<file path="src/rtl/rb_crc_pkg.sv">
package rb_crc_pkg;

    typedef enum logic {
        PH_DATA  = 1'b0,
        PH_TRAIL = 1'b1
    } phase_e;

    typedef struct packed {
        logic bit_v;
        logic valid;
        logic last;
    } beat_t;

    localparam beat_t BEAT_IDLE = '{bit_v: 1'b0, valid: 1'b0, last: 1'b0};

endpackage

</file>
<file path="src/rtl/rbc_crc_engine.sv">
module rbc_crc_engine #(
    parameter int          CRC_W = 16,
    parameter logic [CRC_W-1:0] POLY = 16'h1021
) (
    input  logic             clk,
    input  logic             rst,
    input  logic             step_en,
    input  logic             step_bit,
    input  logic             clear,
    input  rb_crc_pkg::phase_e phase,
    output logic [CRC_W-1:0] crc_next,
    output logic [CRC_W-1:0] crc_q
);
    import rb_crc_pkg::*;

    function automatic logic [CRC_W-1:0] crc_step(input logic [CRC_W-1:0] c, input logic d);
        logic fb;
        fb = c[CRC_W-1] ^ d;
        return {c[CRC_W-2:0], 1'b0} ^ (fb ? POLY : '0);
    endfunction

    assign crc_next = crc_step(crc_q, step_bit);

    always_ff @(posedge clk) begin
        if (rst || clear) begin
            crc_q <= '0;
        end else if (step_en) begin
            crc_q <= crc_next;
        end
    end

    // the register is cleared throughout the trailer, ready for the next pass
    p_crc_zero_in_trailer_r6: assert property (@(posedge clk) disable iff (rst)
        (phase == PH_TRAIL) |-> (crc_q == '0));

    // the register does not step while input is refused
    p_no_step_in_trailer_r5: assert property (@(posedge clk) disable iff (rst)
        (phase == PH_TRAIL) |-> !step_en);

endmodule

</file>
<file path="src/rtl/rbc_trailer_seq.sv">
module rbc_trailer_seq #(
    parameter int CRC_W   = 16,
    parameter int TRAIL_W = 11
) (
    input  logic               clk,
    input  logic               rst,
    input  logic               start,
    input  logic [CRC_W-1:0]   start_crc,
    output rb_crc_pkg::phase_e phase,
    output rb_crc_pkg::beat_t  beat
);
    import rb_crc_pkg::*;

    localparam int CNT_W = (TRAIL_W > 1) ? $clog2(TRAIL_W) : 1;
    localparam logic [CNT_W-1:0] CNT_END = CNT_W'(TRAIL_W - 1);

    phase_e             phase_q;
    logic [TRAIL_W-1:0] shift_q;
    logic [CNT_W-1:0]   cnt_q;

    always_ff @(posedge clk) begin
        if (rst) begin
            phase_q <= PH_DATA;
            shift_q <= '0;
            cnt_q   <= '0;
        end else begin
            case (phase_q)
                PH_DATA: begin
                    if (start) begin
                        phase_q <= PH_TRAIL;
                        shift_q <= start_crc[CRC_W-1 -: TRAIL_W];
                        cnt_q   <= '0;
                    end
                end
                PH_TRAIL: begin
                    shift_q <= {shift_q[TRAIL_W-2:0], 1'b0};
                    if (cnt_q == CNT_END) begin
                        phase_q <= PH_DATA;
                        cnt_q   <= '0;
                    end else begin
                        cnt_q <= cnt_q + 1'b1;
                    end
                end
                default: phase_q <= PH_DATA;
            endcase
        end
    end

    assign phase = phase_q;

    always_comb begin
        beat = BEAT_IDLE;
        if (phase_q == PH_TRAIL) begin
            beat.bit_v = shift_q[TRAIL_W-1];
            beat.valid = 1'b1;
            beat.last  = (cnt_q == CNT_END);
        end
    end

    // the trailer counter stays inside the 11-bit window
    p_cnt_in_range_r3: assert property (@(posedge clk) disable iff (rst)
        cnt_q <= CNT_END);

    // a new trailer cannot be started while one is running
    p_no_restart_r5: assert property (@(posedge clk) disable iff (rst)
        (phase_q == PH_TRAIL) |-> !start);

endmodule

</file>
<file path="src/rtl/rbc_ref_compare.sv">
module rbc_ref_compare #(
    parameter int CRC_W   = 16,
    parameter int TRAIL_W = 11
) (
    input  logic               clk,
    input  logic               rst,
    input  logic               capture,
    input  logic [CRC_W-1:0]   capture_crc,
    input  logic               ref_load,
    input  logic [TRAIL_W-1:0] ref_value,
    output logic [CRC_W-1:0]   result,
    output logic               match
);
    logic [CRC_W-1:0]   result_q;
    logic [TRAIL_W-1:0] ref_q;
    logic               have_q;

    always_ff @(posedge clk) begin
        if (rst) begin
            result_q <= '0;
            ref_q    <= '0;
            have_q   <= 1'b0;
        end else begin
            if (capture) begin
                result_q <= capture_crc;
                have_q   <= 1'b1;
            end
            if (ref_load) begin
                ref_q <= ref_value;
            end
        end
    end

    assign result = result_q;
    assign match  = have_q && (result_q[CRC_W-1 -: TRAIL_W] == ref_q);

    // no match can be reported before any pass has completed
    p_match_needs_pass_r7: assert property (@(posedge clk) disable iff (rst)
        match |-> have_q);

    // the held checksum only changes when a pass completes
    p_result_hold_r2: assert property (@(posedge clk) disable iff (rst)
        !$past(capture) |-> $stable(result_q));

endmodule

</file>
<file path="src/rtl/rb_crc_appender.sv">
module rb_crc_appender #(
    parameter int               CRC_W   = 16,
    parameter int               TRAIL_W = 11,
    parameter logic [CRC_W-1:0] POLY    = 16'h1021
) (
    input  logic               clk,
    input  logic               rst,
    input  logic               in_bit,
    input  logic               in_valid,
    input  logic               in_last,
    output logic               in_ready,
    output logic               out_bit,
    output logic               out_valid,
    output logic               out_last,
    output logic [CRC_W-1:0]   crc_full,
    input  logic               ref_load,
    input  logic [TRAIL_W-1:0] ref_value,
    output logic               match
);
    import rb_crc_pkg::*;

    phase_e           phase;
    beat_t            trail_beat;
    beat_t            out_q;
    logic [CRC_W-1:0] crc_next;
    logic [CRC_W-1:0] crc_q;
    logic             in_fire;
    logic             pass_end;

    assign in_ready = (phase == PH_DATA);
    assign in_fire  = in_valid && in_ready;
    assign pass_end = in_fire && in_last;

    rbc_crc_engine #(.CRC_W(CRC_W), .POLY(POLY)) crc_i (
        .clk      (clk),
        .rst      (rst),
        .step_en  (in_fire),
        .step_bit (in_bit),
        .clear    (pass_end),
        .phase    (phase),
        .crc_next (crc_next),
        .crc_q    (crc_q)
    );

    rbc_trailer_seq #(.CRC_W(CRC_W), .TRAIL_W(TRAIL_W)) seq_i (
        .clk       (clk),
        .rst       (rst),
        .start     (pass_end),
        .start_crc (crc_next),
        .phase     (phase),
        .beat      (trail_beat)
    );

    rbc_ref_compare #(.CRC_W(CRC_W), .TRAIL_W(TRAIL_W)) cmp_i (
        .clk         (clk),
        .rst         (rst),
        .capture     (pass_end),
        .capture_crc (crc_next),
        .ref_load    (ref_load),
        .ref_value   (ref_value),
        .result      (crc_full),
        .match       (match)
    );

    always_ff @(posedge clk) begin
        if (rst) begin
            out_q <= BEAT_IDLE;
        end else if (in_fire) begin
            out_q <= '{bit_v: in_bit, valid: 1'b1, last: 1'b0};
        end else begin
            out_q <= trail_beat;
        end
    end

    assign out_bit   = out_q.bit_v;
    assign out_valid = out_q.valid;
    assign out_last  = out_q.last;

    // an accepted bit is forwarded on the next cycle
    p_pass_through_r1: assert property (@(posedge clk) disable iff (rst)
        in_fire |=> (out_valid && !out_last && out_bit == $past(in_bit)));

    // the end flag only marks a valid bit
    p_last_is_valid_r4: assert property (@(posedge clk) disable iff (rst)
        out_last |-> out_valid);

    // input is refused on the cycle after an end bit is accepted
    p_stall_after_end_r5: assert property (@(posedge clk) disable iff (rst)
        pass_end |=> !in_ready);

    // an idle data-phase cycle yields no output
    p_idle_gap_r9: assert property (@(posedge clk) disable iff (rst)
        (in_ready && !in_valid) |=> !out_valid);

endmodule

</file>
<file path="config.mk">
export PLATFORM = sky130hd
export DESIGN_NAME = rb_crc_appender
export DESIGN_NICKNAME = d
export VERILOG_FILES = /design/src/rtl/rb_crc_pkg.sv /design/src/rtl/rbc_crc_engine.sv /design/src/rtl/rbc_trailer_seq.sv /design/src/rtl/rbc_ref_compare.sv /design/src/rtl/rb_crc_appender.sv
export SDC_FILE = /design/constraint.sdc
export NUM_CORES = 1
export LEC_CHECK = 0
export ABC_AREA = 1
export BUFFER_PORTS_ARGS = -buffer_cell sky130_fd_sc_hd__buf_2
export CAP_MARGIN = 20
export CORE_MARGIN = 3
export CORE_UTILIZATION = 60
export CTS_BUF_LIST = sky130_fd_sc_hd__clkbuf_16
export DETAILED_ROUTE_END_ITERATION = 6
export GPL_ROUTABILITY_DRIVEN = 0
export PLACE_DENSITY = 0.85
export SLEW_MARGIN = 20
export SYNTH_ARGS = -nofsm -noshare
export SYNTH_HDL_FRONTEND = slang
export SYNTH_HIERARCHICAL = 1
export SYNTH_SLANG_ARGS = --single-unit
export TNS_END_PERCENT = 30
</file>
<file path="constraint.sdc">
create_clock -name clk -period 3.53 [get_ports clk]
set_input_delay 0.353 -clock clk [delete_from_list [all_inputs] [get_ports clk]]
set_output_delay 0.353 -clock clk [all_outputs]
set_load 0.05 [all_outputs]
</file>
==> flow_summary_export.csv <==
group,metric,value,unit
status,status,"finished clean",
detailed_routing,dr.pass1.iters,5,
detailed_routing,wl_per_cell,12.3,µm
critical_path,critPathCapture,"cmp_i/result[11]",
clocking,ctsResizeCount,0,
critical_path,cp-start-kind,"flip-flop",
timing,relSlewSlack,52.2,%
floorplan,die-width,74.1,µm
global_route,grt_pass1_vias,2182,
timing,fmax,469,MHz
detailed_routing,drc,0,
timing,setup_viol,0,
timing,period_share,60.4,%
floorplan,dieArea,5480,µm²
critical_path,startpoint,"seq_i/phase",
critical_path,reg2reg_depth,5,
critical_path,slowest_delay,0.76,ns
logic_synthesis,synth_nets,397,
placement,port-buffer-count,37,
power_and_ir_drop,irDropWorstVdd,381,µV
critical_path,crit_path_frequent_cell,"inv_1",
timing,rsz0062_at_grt,"no",
timing,tns,0,ns
critical_path,critPathKind,"reg -> reg",
min_path,holdCritPathClass,"in -> reg",
detailed_routing,wl,5.68,mm
critical_path,critPathRequiredTime,3.77,ns
logic_synthesis,synthCells,378,
critical_path,path_max_fanout,23,
critical_path,rrSetupSlack,1.40,ns
finish,final_net_count,428,
critical_path,r2r-end,"cmp_i/result[11]",
global_route,grt.total_usage,22.3,%
clocking,cts_tree,"yes",
clocking,cts-root-buf,"clkbuf_16",
power_and_ir_drop,p_leak,1.49,nW
finish,syn2layout_area_growth,12.8,%
clocking,hold_buffers,0,
clocking,path_clk_slew,0.05,ns
timing,fin_crit,2.13,ns
global_route,antenna_found_initial,0,
critical_path,critPathArrivalTime,2.37,ns
critical_path,critPathTopFamily,"flip-flops",
placement,dp_hpwl,3.80,mm
finish,n_antenna_cell,0,
floorplan,start_util,63.0,%
clocking,htreeDepth,3,
floorplan,ios,38,
clocking,clock_path_buffers,2,
global_route,grt.overflow.total,0,
critical_path,critPathBufInv,2,
timing,holdWs,0.283,ns
critical_path,cp.depth,5,
critical_path,worstPathCellList,"inv_1 -> and3_2 -> inv_1 -> nand2_1 -> a21oi_1",
floorplan,coreArea,4410,µm²
logic_synthesis,synthesis.area,2780,µm²
detailed_routing,via_per_inst,5.22,
power_and_ir_drop,pwr_density_cell,540,nW/µm²
global_route,grt_pass1_wl,9.18,mm
critical_path,crit_path_end_kind,"flip-flop",
detailed_routing,ant_nets,0,
logic_synthesis,yosysWarningCount,6,
flow_run,maxCapViolCount,0,
clocking,clock_latency,0.32,ns
critical_path,r2r_start,"seq_i/phase",
finish,drive_gt1_share,16.1,%
clocking,cts.sinks,63,
clocking,post_cts_buffers,0,
critical_path,cpMaxStageDelayCell,"dfxtp_1",
clocking,cts_buffers,9,
detailed_routing,vias,2418,
timing,hold_violations,0,
timing,fin_skew,0.00403,ns
timing,worstMarginPinSlew,0.717,ns
floorplan,die_y,74.1,µm
floorplan,rows,24,
detailed_routing,drtIter0Drc,118,
logic_synthesis,synth_area_per_cell,7.35,µm²
global_route,grt_max_degree,37,
timing,slew_viol_final,0,
==> report_power, final <==
group	leakage (nW)	internal, W	total (W)	switching [W]
combinational	0.848	0.0000576	0.000197	0.000139
clock	0.126	0.000453	0.000723	0.000271
sequential	0.514	0.000745	0.000771	0.0000256
==> state kept, by name, indices dropped and copies added, names as in the netlist <==
name and cells:
seq_i/cnt_q 4, cmp_i/have_q 1, seq_i/phase 1, cmp_i/ref_q 11
out_bit 1, crc_i/crc_q 16, cmp_i/result 16, out_valid 1
out_last 1, seq_i/shift_q 11
==> worst min-delay path by stage <==
stage	startpoint	depth (start not counted)	end
2_1_floorplan	rst	1	seq_i/cnt_q[1]
3_3_place_gp	cmp_i/result[3]	2	cmp_i/result[3]
3_5_place_dp	cmp_i/result[4]	2	cmp_i/result[4]
4_1_cts	ref_value[4]	3	cmp_i/ref_q[4]
5_1_grt	ref_value[4]	3	cmp_i/ref_q[4]
6_report	ref_value[4]	3	cmp_i/ref_q[4]
==> tightest hold or removal path: cells and delay by family <==
kind | cells | cell delay, ns
buf+inv | 1 | 0.10
simple gates | 1 | 0.05
compound gates | 1 | 0.05
==> routing by layer <==
layer / up-vias / global-route usage, % / part of all wire, % / wire (µm)
met5: - / 0 / 0 / 0
met4: 0 / 10.5 / 1.2 / 67
met3: 10 / 8.11 / 6.3 / 355
met2: 73 / 37.1 / 49 / 2790
met1: 1097 / 25.3 / 43 / 2460
li1: 1238 / - / - / -
==> area by class of cell <==
cell class / instances / area [µm²]
Clock buffer: 9 / 225
Clock inverter: 4 / 17.5
Fill cell: 359 / 1280
Inverter: 53 / 199
Multi-Input combinational cell: 245 / 1180
Sequential cell: 63 / 1260
Tap cell: 52 / 65.1
Timing Repair Buffer: 37 / 185
==> through the flow <==
step | worst slack, ns | power [W] | cells | area [µm²] | util (%)
after global routing | 1.10 | 0.00176 | 463 | 3130 | 71.0
after detailed placement | 1.44 | 0.000978 | 450 | 2890 | 65.5
after global placement | 1.53 | 0.000973 | 450 | 2890 | 65.5
final | 1.40 | 0.00169 | 463 | 3130 | 71.0
after floorplan | 1.47 | 0.000946 | 378 | 2780 | -
after CTS | 1.43 | 0.00171 | 463 | 3130 | 71.0
==> cell usage in the layout, fill, tap and decap left out, types with 8 or more instances in the layout <==
cell type	count
a21oi_1	28
a211oi_2	8
nor2_1	31
nand3_1	19
a211oi_1	11
dfxtp_1	63
inv_1	51
buf_2	37
clkbuf_16	9
nand2_1	126
(Power assumes the default switching activity.)
